**src/rtl/lpe_pkg.sv**
```systemverilog
package lpe_pkg;

  typedef enum logic [2:0] {
    ST_IDLE,
    ST_LOAD_A,
    ST_LOAD_B,
    ST_PRELOAD_C,
    ST_COMPUTE,
    ST_DRAIN,
    ST_UNLOAD_C,
    ST_DONE
  } lpe_state_e;

  localparam int OP_W       = 2;
  localparam int OP_PRELOAD = 0;
  localparam int OP_UNLOAD  = 1;

endpackage

```
**src/rtl/lpe_addr_gen.sv**
```systemverilog
module lpe_addr_gen #(
  parameter int W = 8
) (
  input  logic         clk,
  input  logic         rst_n,
  input  logic         en,
  input  logic         clr,
  input  logic         inc,
  output logic [W-1:0] ptr
);

  logic [W-1:0] ptr_d;

  always_comb begin
    ptr_d = ptr;
    if (clr)      ptr_d = '0;
    else if (inc) ptr_d = ptr + 1'b1;
  end

  always_ff @(posedge clk or negedge rst_n) begin
    if (!rst_n)  ptr <= '0;
    else if (en) ptr <= ptr_d;
  end

endmodule

```
**src/rtl/lpe_bus_own.sv**
```systemverilog
module lpe_bus_own #(
  parameter int NR    = 4,
  parameter int IDX_W = 2
) (
  input  logic             clk,
  input  logic             rst_n,
  input  logic             en,
  input  logic             clr,
  input  logic             inc,
  input  logic [IDX_W-1:0] row_idx,
  input  logic [IDX_W-1:0] col_idx,
  output logic             row_hit,
  output logic             col_hit
);

  logic [IDX_W-1:0] ph_q, ph_d, ph_nxt;

  generate
    if ((NR & (NR - 1)) == 0) begin : g_pow2
      assign ph_nxt = ph_q + 1'b1;
    end else begin : g_wrap
      assign ph_nxt = (ph_q == IDX_W'(NR - 1)) ? '0 : ph_q + 1'b1;
    end
  endgenerate

  always_comb begin
    ph_d = ph_q;
    if (clr)      ph_d = '0;
    else if (inc) ph_d = ph_nxt;
  end

  always_ff @(posedge clk or negedge rst_n) begin
    if (!rst_n)  ph_q <= '0;
    else if (en) ph_q <= ph_d;
  end

  assign row_hit = (ph_q == col_idx);
  assign col_hit = (ph_q == row_idx);

endmodule

```
**src/rtl/lpe_fsm.sv**
```systemverilog
module lpe_fsm
  import lpe_pkg::*;
#(
  parameter int CNT_W   = 8,
  parameter int A_AW    = 10,
  parameter int MAC_LAT = 4
) (
  input  logic             clk,
  input  logic             rst_n,
  input  logic             adv,
  input  logic             start,
  input  logic [OP_W-1:0]  op_sel,
  input  logic [CNT_W-1:0] kc_preset,
  input  logic [CNT_W-1:0] blk_preset,
  input  logic [A_AW-1:0]  alen_preset,
  input  logic             prefetch_done,
  input  logic             row_hit,
  input  logic [A_AW-1:0]  a_ptr,
  input  logic [CNT_W-1:0] b_ptr,
  output lpe_state_e       state,
  output logic             bsel,
  output logic             a_clr,
  output logic             a_inc,
  output logic             b_clr,
  output logic             b_inc,
  output logic             ph_clr,
  output logic             ph_inc,
  output logic             stall_req
);

  localparam logic [CNT_W-1:0] DRAIN_LAST = CNT_W'(MAC_LAT - 1);

  lpe_state_e       st_q, st_d;
  logic [CNT_W-1:0] cnt_q, cnt_d;
  logic [CNT_W-1:0] blk_q, blk_d;
  logic             bsel_q, bsel_d;
  logic [CNT_W-1:0] kc_q, nblk_q;
  logic [A_AW-1:0]  alen_q;
  logic [OP_W-1:0]  op_q;
  logic             lat;
  logic             last_blk, drain_end;
  lpe_state_e       blk_entry;

  assign last_blk  = (blk_q == nblk_q - 1'b1);
  assign drain_end = (cnt_q == DRAIN_LAST);
  assign blk_entry = op_q[OP_PRELOAD] ? ST_PRELOAD_C : ST_COMPUTE;

  always_comb begin
    st_d      = st_q;
    cnt_d     = cnt_q;
    blk_d     = blk_q;
    bsel_d    = bsel_q;
    lat       = 1'b0;
    a_clr     = 1'b0;
    a_inc     = 1'b0;
    b_clr     = 1'b0;
    b_inc     = 1'b0;
    ph_clr    = 1'b0;
    ph_inc    = 1'b0;
    stall_req = 1'b0;
    unique case (st_q)
      ST_IDLE: begin
        if (start) begin
          lat    = 1'b1;
          a_clr  = 1'b1;
          b_clr  = 1'b1;
          ph_clr = 1'b1;
          blk_d  = '0;
          bsel_d = 1'b0;
          cnt_d  = '0;
          st_d   = ST_LOAD_A;
        end
      end
      ST_LOAD_A: begin
        a_inc = 1'b1;
        if (a_ptr == alen_q - 1'b1) begin
          a_clr = 1'b1;
          st_d  = ST_LOAD_B;
        end
      end
      ST_LOAD_B: begin
        b_inc = 1'b1;
        if (b_ptr == kc_q - 1'b1) begin
          b_clr  = 1'b1;
          ph_clr = 1'b1;
          st_d   = blk_entry;
        end
      end
      ST_PRELOAD_C: st_d = ST_COMPUTE;
      ST_COMPUTE: begin
        b_inc  = 1'b1;
        ph_inc = 1'b1;
        a_inc  = row_hit;
        if (b_ptr == kc_q - 1'b1) begin
          b_clr  = 1'b1;
          ph_clr = 1'b1;
          cnt_d  = '0;
          st_d   = ST_DRAIN;
        end
      end
      ST_DRAIN: begin
        if (!drain_end) begin
          cnt_d = cnt_q + 1'b1;
        end else if (last_blk) begin
          st_d = op_q[OP_UNLOAD] ? ST_UNLOAD_C : ST_DONE;
        end else if (prefetch_done) begin
          bsel_d = ~bsel_q;
          if (op_q[OP_UNLOAD]) begin
            st_d = ST_UNLOAD_C;
          end else begin
            blk_d = blk_q + 1'b1;
            st_d  = blk_entry;
          end
        end else begin
          stall_req = 1'b1;
        end
      end
      ST_UNLOAD_C: begin
        if (last_blk) begin
          st_d = ST_DONE;
        end else begin
          blk_d = blk_q + 1'b1;
          st_d  = blk_entry;
        end
      end
      ST_DONE: st_d = ST_IDLE;
      default: st_d = ST_IDLE;
    endcase
  end

  always_ff @(posedge clk or negedge rst_n) begin
    if (!rst_n) begin
      st_q   <= ST_IDLE;
      cnt_q  <= '0;
      blk_q  <= '0;
      bsel_q <= 1'b0;
    end else if (adv) begin
      st_q   <= st_d;
      cnt_q  <= cnt_d;
      blk_q  <= blk_d;
      bsel_q <= bsel_d;
    end
  end

  always_ff @(posedge clk or negedge rst_n) begin
    if (!rst_n) begin
      kc_q   <= '0;
      nblk_q <= '0;
      alen_q <= '0;
      op_q   <= '0;
    end else if (adv && lat) begin
      kc_q   <= kc_preset;
      nblk_q <= blk_preset;
      alen_q <= alen_preset;
      op_q   <= op_sel;
    end
  end

  assign state = st_q;
  assign bsel  = bsel_q;

endmodule

```
**src/rtl/lpe_seq.sv**
```systemverilog
module lpe_seq
  import lpe_pkg::*;
#(
  parameter int NR      = 4,
  parameter int CNT_W   = 8,
  parameter int A_AW    = 10,
  parameter int MAC_LAT = 4,
  localparam int IDX_W  = (NR > 1) ? $clog2(NR) : 1,
  localparam int B_AW   = CNT_W + 1
) (
  input  logic             clk,
  input  logic             rst_n,
  input  logic             start,
  input  logic             stall,
  input  logic [OP_W-1:0]  op_sel,
  input  logic [CNT_W-1:0] kc_preset,
  input  logic [CNT_W-1:0] blk_preset,
  input  logic [A_AW-1:0]  alen_preset,
  input  logic [IDX_W-1:0] row_idx,
  input  logic [IDX_W-1:0] col_idx,
  input  logic             prefetch_done,
  output logic             a_en,
  output logic             a_we,
  output logic [A_AW-1:0]  a_addr,
  output logic             b_wr_en,
  output logic [B_AW-1:0]  b_wr_addr,
  output logic             b_rd_en,
  output logic [B_AW-1:0]  b_rd_addr,
  output logic             row_drive,
  output logic             col_drive,
  output logic             mac_en,
  output logic             acc_load,
  output logic             acc_unload,
  output logic             stall_req,
  output logic             done
);

  logic             adv;
  lpe_state_e       st;
  logic             bsel;
  logic             a_clr, a_inc, b_clr, b_inc, ph_clr, ph_inc;
  logic             row_hit, col_hit;
  logic [A_AW-1:0]  a_ptr;
  logic [CNT_W-1:0] b_ptr;
  logic             in_cmp;

  assign adv = ~stall;

  lpe_fsm #(
    .CNT_W   (CNT_W),
    .A_AW    (A_AW),
    .MAC_LAT (MAC_LAT)
  ) u_fsm (
    .clk           (clk),
    .rst_n         (rst_n),
    .adv           (adv),
    .start         (start),
    .op_sel        (op_sel),
    .kc_preset     (kc_preset),
    .blk_preset    (blk_preset),
    .alen_preset   (alen_preset),
    .prefetch_done (prefetch_done),
    .row_hit       (row_hit),
    .a_ptr         (a_ptr),
    .b_ptr         (b_ptr),
    .state         (st),
    .bsel          (bsel),
    .a_clr         (a_clr),
    .a_inc         (a_inc),
    .b_clr         (b_clr),
    .b_inc         (b_inc),
    .ph_clr        (ph_clr),
    .ph_inc        (ph_inc),
    .stall_req     (stall_req)
  );

  lpe_addr_gen #(.W(A_AW)) u_a_ptr (
    .clk   (clk),
    .rst_n (rst_n),
    .en    (adv),
    .clr   (a_clr),
    .inc   (a_inc),
    .ptr   (a_ptr)
  );

  lpe_addr_gen #(.W(CNT_W)) u_b_ptr (
    .clk   (clk),
    .rst_n (rst_n),
    .en    (adv),
    .clr   (b_clr),
    .inc   (b_inc),
    .ptr   (b_ptr)
  );

  lpe_bus_own #(.NR(NR), .IDX_W(IDX_W)) u_own (
    .clk     (clk),
    .rst_n   (rst_n),
    .en      (adv),
    .clr     (ph_clr),
    .inc     (ph_inc),
    .row_idx (row_idx),
    .col_idx (col_idx),
    .row_hit (row_hit),
    .col_hit (col_hit)
  );

  assign in_cmp     = (st == ST_COMPUTE);
  assign a_we       = adv & (st == ST_LOAD_A);
  assign a_en       = adv & ((st == ST_LOAD_A) | (in_cmp & row_hit));
  assign a_addr     = a_ptr;
  assign b_wr_en    = adv & (st == ST_LOAD_B);
  assign b_wr_addr  = {bsel, b_ptr};
  assign b_rd_en    = adv & in_cmp;
  assign b_rd_addr  = {bsel, b_ptr};
  assign row_drive  = adv & in_cmp & row_hit;
  assign col_drive  = adv & in_cmp & col_hit;
  assign mac_en     = adv & in_cmp;
  assign acc_load   = adv & (st == ST_PRELOAD_C);
  assign acc_unload = adv & (st == ST_UNLOAD_C);
  assign done       = adv & (st == ST_DONE);

endmodule

```
**config.mk**
```make
export PLATFORM = sky130hd
export DESIGN_NAME = lpe_seq
export DESIGN_NICKNAME = d
export VERILOG_FILES = /design/src/rtl/lpe_pkg.sv /design/src/rtl/lpe_addr_gen.sv /design/src/rtl/lpe_bus_own.sv /design/src/rtl/lpe_fsm.sv /design/src/rtl/lpe_seq.sv
export SDC_FILE = /design/constraint.sdc
export NUM_CORES = 1
export LEC_CHECK = 0
export ABC_AREA = 1
export CORE_AREA = 2 2 65 129
export CTS_BUF_LIST = sky130_fd_sc_hd__clkbuf_8
export DETAILED_ROUTE_END_ITERATION = 7
export DIE_AREA = 0 0 67 131
export DONT_BUFFER_PORTS = 1
export PLACE_DENSITY = 0.7
export SLEW_MARGIN = 15
export SYNTH_ARGS = -nofsm -noshare
export SYNTH_HDL_FRONTEND = slang
export SYNTH_SLANG_ARGS = --single-unit
```
**constraint.sdc**
```tcl
create_clock -name clk -period 2.2 [get_ports clk]
set_input_delay 0.11 -clock clk [delete_from_list [all_inputs] [get_ports clk]]
set_output_delay 0.11 -clock clk [all_outputs]
set_load 0.005 [all_outputs]
```
-- After elaboration in Yosys (flattened, before gate mapping)
Cells that the tools add are included.
- register bits: 68
- input bits: 37
- logic and storage cells: 118
- add/sub/neg operators: 8
- equal/unequal tests: 24
- multiplexer cells: 46
- bitwise logic cells: 13
- reduce and logical (&&, ||, !) cells: 16
- operator list (operator ; number):
    2-to-1 mux 8 bit ; 10
    one-hot mux 8 bit (3 select lines) ; 2
    2-to-1 mux 3 bit ; 10
    adder 8 x 1 -> 8 bit (second input constant) ; 3
    one-hot mux 3 bit (8 select lines) ; 1
    2-to-1 mux 10 bit ; 2
    == test 8 bit ; 2
    subtractor 8 x 1 -> 8 bit (second input constant) ; 2
    2-to-1 mux 1 bit ; 15
    == test 3 bit (second input constant) ; 4
    != test 2 bit (second input constant) ; 6
    adder 10 x 1 -> 10 bit (second input constant) ; 1
    AND 1 bit ; 10
    == test 10 bit ; 1
    subtractor 10 x 1 -> 10 bit (second input constant) ; 1
    == test 8 x 2 -> 1 bit (second input constant) ; 1
    != test 2 x 1 -> 1 bit (second input constant) ; 4
    one-hot mux 1 bit (2 select lines) ; 4
    AND reduction 8 bit ; 1
    nonzero test 2 bit ; 4
    AND reduction 7 bit ; 1
    == test 3 x 2 -> 1 bit (second input constant) ; 2
    AND reduction 2 bit ; 3
    AND reduction 6 bit ; 1
    other kinds (12) ; 16

-- Longest topological paths before layout
- depth in word-level cells: 6
- gate-level depth with buffers: 16
- mapped depth without buffers: 16

-- Modules after synthesis
A second synthesis with hierarchy kept.
- cells, all modules: 700
- area, all modules: 4745.8 um^2
- modules (own cells, without submodules) (module ; times used ; cells an instance ; area an instance (um^2)):
    lpe_fsm ; 1 ; 503 ; 3392.0
    lpe_addr_gen (u_a_ptr) ; 1 ; 79 ; 559.3
    lpe_addr_gen (u_b_ptr) ; 1 ; 62 ; 466.7
    lpe_seq ; 1 ; 35 ; 178.9
    lpe_bus_own ; 1 ; 21 ; 148.9

-- Worst setup path after synthesis
OpenSTA, ideal clock, no wires.
- kind: register to register
- from: reg u_fsm.kc_q[0]
- to: reg u_fsm.st_q[1] (netlist: u_fsm.state[1])
- library setup time: 0.065 ns
- data arrival time: 1.774 ns
- data required time: 2.135 ns
- slack: 0.361 ns
- cell stages (with the launch flop): 17
- cells stage by stage: dfrtp_1 > inv_1 > ha_1 > inv_1 > nand2_1 > nand2_1 > nor2_1 > nand2_1 > nor2_1 > nand3_1 > nor2_1 > nor2_1 > nor2_1 > nand2_1 > nor2_1 > nand2_1 > nand2_1
- word-level cells in the longest chain between the ends: 4
- RTL lines (what ; line ; text):
    from (decl) ; lpe_fsm.sv:37 ; logic [CNT_W-1:0] kc_q, nblk_q;
    from (signal assigned) ; lpe_fsm.sv:152 ; kc_q <= kc_preset;
    subtractor 8 x 1 -> 8 bit (*) ; lpe_fsm.sv:83, lpe_fsm.sv:94 ;
    == test 8 bit (*) ; lpe_fsm.sv:83, lpe_fsm.sv:94 ;
    != test 2 x 1 -> 1 bit (no source line) ; - ;
    AND reduction 7 bit (no source line) (*) ; - ;
    to (signal assigned) ; lpe_fsm.sv:138 ; st_q <= st_d;
    to (decl) ; lpe_fsm.sv:33 ; lpe_state_e st_q, st_d;
Mark *: on every way between the ends. The rest lies on a longest branch, timed or not.
A chain may end at the register's enable or synchronous reset.

-- Final worst setup path
Same ends and word-level chain as after synthesis.

==> out/results.tsv <==
stage	metric	value	unit
run_status	status	completed	
floorplanning	initial_utilization	58.6	%
sta	fin_ws	0.0837	ns
yosys	synth-edff-count	0	
worst_setup_path	crit_path_frequent_cell	nand2_1	
worst_setup_path	slowest_stage	dfrtp_1	
detailed_routing	routed_wl	10700	um
floorplanning	rows	46	
detailed_routing	met2_length	5260	um
yosys	syn_area	4590	um^2
detailed_routing	top_layer_used	met4	
yosys	ys_seq_elements	68	
worst_setup_path	worstSetupPathType	reg -> reg	
floorplanning	die_area	8780	um^2
yosys	ys_seq_area_share	37.1	%
global_route	grt_overflow	0	
clocking	cts-root-buf	clkbuf_8	
worst_setup_path	crit_path_end_kind	flip-flop	
cells_and_area	area_delta_synth_final	13.3	%
clocking	clk_latency	0.35	ns
sta	max_slew_margin	66.5	%
global_route	track_usage	26.5	%
yosys	synth_area_leaders	dfrtp_1, nand2_1, inv_1	
power_and_ir_drop	power	6050	uW
cells_and_area	multiInputGateArea	2450	um^2
yosys	ys.flop_type	dfrtp_1	
yosys	yosys.area.top_type	dfrtp_1	
cells_and_area	num-fill-cells	716	
worst_setup_path	path_max_fanout	4	
sta	setup_violations	0	
worst_setup_path	endpoint	u_fsm.state[1]	
floorplanning	ios	76	
power_and_ir_drop	p_leak	0.00248	uW
cells_and_area	layout.nets	723	
yosys	syn_inst	647	
sta	period_share	96.2	%
clocking	cts_tree	yes	
place	portBuffers	0	
sta	worstMarginPinSlew	0.490	ns
place	post-dp-hpwl	7760	um
clocking	h-tree-depth	3	
yosys	avgSynthCellArea	7.10	um^2
worst_setup_path	regToRegEndpoint	u_fsm.state[1]	
detailed_routing	drtPass1Iterations	5	
yosys	yosysUniqueCellTypes	36	
global_route	grt_max_degree	69	
yosys	yosysWarnings	0	
worst_setup_path	r2r_cells	16	
sta	slew_violations	0	
detailed_routing	ant_nets	0	
worst_setup_path	r2r_start	u_fsm.kc_q[0]	
floorplanning	die_w	67	um
worst_setup_path	crit_required	2.49	ns
place	pre_cts_ws	0.0423	ns
worst_setup_path	crit_buf_inv	2	
min_path	holdPathStages	3	
cells_and_area	register_area	1700	um^2
global_route	grt_pass1_vias	3991	
clocking	numCtsBuffers	9	
worst_setup_path	slowest_delay	0.41	ns
sta	final.min_clock_period	2.12	ns
detailed_routing	drc	0	
detailed_routing	avgViaCountPerCell	5.24	
cells_and_area	final_cell_mix	nand2_1, inv_1, dfrtp_1	
cells_and_area	layout-drive-gt1-share	12.3	%
sta	tns	0	ns
cells_and_area	final_common_cell	nand2_1	
worst_setup_path	worst_path_dominant_cell_family	simple AND/OR/NAND/NOR gates	
sta	fmax	0.473	GHz
worst_setup_path	worst-path-stages	16	
min_path	hold_path_class	in -> reg	
global_route	grt_antenna_before_repair	0	
clocking	clk_pin_slew	0.07	ns
worst_setup_path	cp_cell_sequence	inv_2 -> ha_4 -> inv_2 -> nand2_1 -> nand2_1 -> nor2_2 -> nand2_1 -> nor2_1 -> nand3_1 -> nor2_2 -> nor2_1 -> nor2_1 -> nand2_1 -> nor2_2 -> nand2_1 -> nand2_1	
clocking	cts.sinks	68	
power_and_ir_drop	power_density	1160	nW/um^2
power_and_ir_drop	ir_drop	0.587	mV
yosys	yosysTopAreaCellShare	37.1	%
floorplanning	core_area	7830	um^2
detailed_routing	met1Wirelength	4770	um
yosys	synthesis.nets	691	
run	maxCapViolCount	0	
cells_and_area	insertedDiodeCount	0	
sta	hold_viol_final	0	
yosys	synthArstFlopShare	100	%
worst_setup_path	crit_path_start	u_fsm.kc_q[0]	
worst_setup_path	r2r_setup_slack	0.08	ns
clocking	clockBufferDepth	2	
global_route	grt_pass1_wl	17700	um
worst_setup_path	arrival	2.41	ns
place	place_congestion	0.894	
detailed_routing	wl_met3	432	um
sta	holdWs	0.0207	ns
floorplanning	die_y	131	um
detailed_routing	routedWlPerCell	13.7	um
detailed_routing	drt_iter0_drc	261	
detailed_routing	route.vias.total	4083	
sta	skew	0.00617	ns
worst_setup_path	crit_path_start_kind	flip-flop	
## worst min path at each step
stage / endpoint / slack (ns) / start
detailed placement: u_fsm.nblk_q[5] / -0.18 / rst_n
finish: u_own.ph_q[1] / 0.02 / stall
CTS: u_own.ph_q[1] / 0.01 / stall
global route: u_own.ph_q[1] / 0.02 / stall
floorplan: u_a_ptr.ptr[0] / -0.19 / rst_n
global placement: u_fsm.alen_q[1] / -0.18 / rst_n
## sequential cells by signal, summed over array words and instances, names as in the netlist
| name | count |
|---|---|
| u_a_ptr.ptr | 10 |
| u_fsm.alen_q | 10 |
| u_b_ptr.ptr | 8 |
| u_fsm.blk_q | 8 |
| u_fsm.cnt_q | 8 |
| u_fsm.kc_q | 8 |
| u_fsm.nblk_q | 8 |
| u_fsm.state | 3 |
| u_fsm.op_q | 2 |
| u_own.ph_q | 2 |
| u_fsm.bsel | 1 |
## stage by stage
step	instances	instance area (um^2)	util, %
floorplan	647	4590	-
global placement	731	4650	59.4
detailed placement	731	4650	59.4
CTS	776	5150	65.8
global route	779	5200	66.5
finish	779	5200	66.5
## repair_timing
action                                  CTS  global route
gates resized for setup                   0             9
setup buffers                             0             3
endpoints found under the hold margin    96             0
endpoints found under the setup margin    0            26
hold buffers                             30             0
## per-layer routing
layer	vias up	track usage, %
met5	-	0
met4	0	9.60
met3	15	5.31
met2	102	42.6
met1	1864	35.1
li1	2102	-
## power by group
| part | leakage [uW] | switching [uW] | internal (uW) |
|---|---|---|---|
| clock network | 0.0000872 | 487 | 460 |
| logic | 0.00151 | 1820 | 1130 |
| registers | 0.000883 | 502 | 1650 |
| total | 0.00248 | 2810 | 3240 |
## cell usage after synthesis (6+ instances only)
cell,number
nand2_1,186
inv_1,79
dfrtp_1,68
nor2_1,65
nand3_1,53
o21ai_0,41
xor2_1,23
buf_4,16
a21oi_1,15
xnor2_1,11
nand4_1,9
nor3_1,9
o21ai_2,9
mux2_2,8
ha_1,7
nand2_2,7
inv_2,6
nor2_2,6
## logic make-up (layout without fill, tap and decap cells)
kind of cell             after synthesis  in the layout  share of synthesized area (%)
XOR/XNOR                              34             34                           6.49
flip-flops                            68             68                           37.1
multiplexers                           8              8                           1.96
AO/OA/AOI/OAI                         70             70                           8.53
adder cells (fa/ha/maj)                7              7                           1.91
AND/OR/NAND/NOR                      352            352                           33.7
buffers and inverters                108            144                           10.4
## layout make-up
type / count / share of cell area [%]
multi-input combinational: 471 / 47.2
sequential: 68 / 32.7
timing repair buffer: 43 / 8.23
inverter: 86 / 6.20
clock buffer: 11 / 2.91
tap: 96 / 2.31
clock inverter: 4 / 0.481
## worst min-delay path, stage by stage
cell and delay (ns):
inv_1 0.08, nand4_1 0.10, nand2_1 0.04
(Power assumes the default switching activity.)
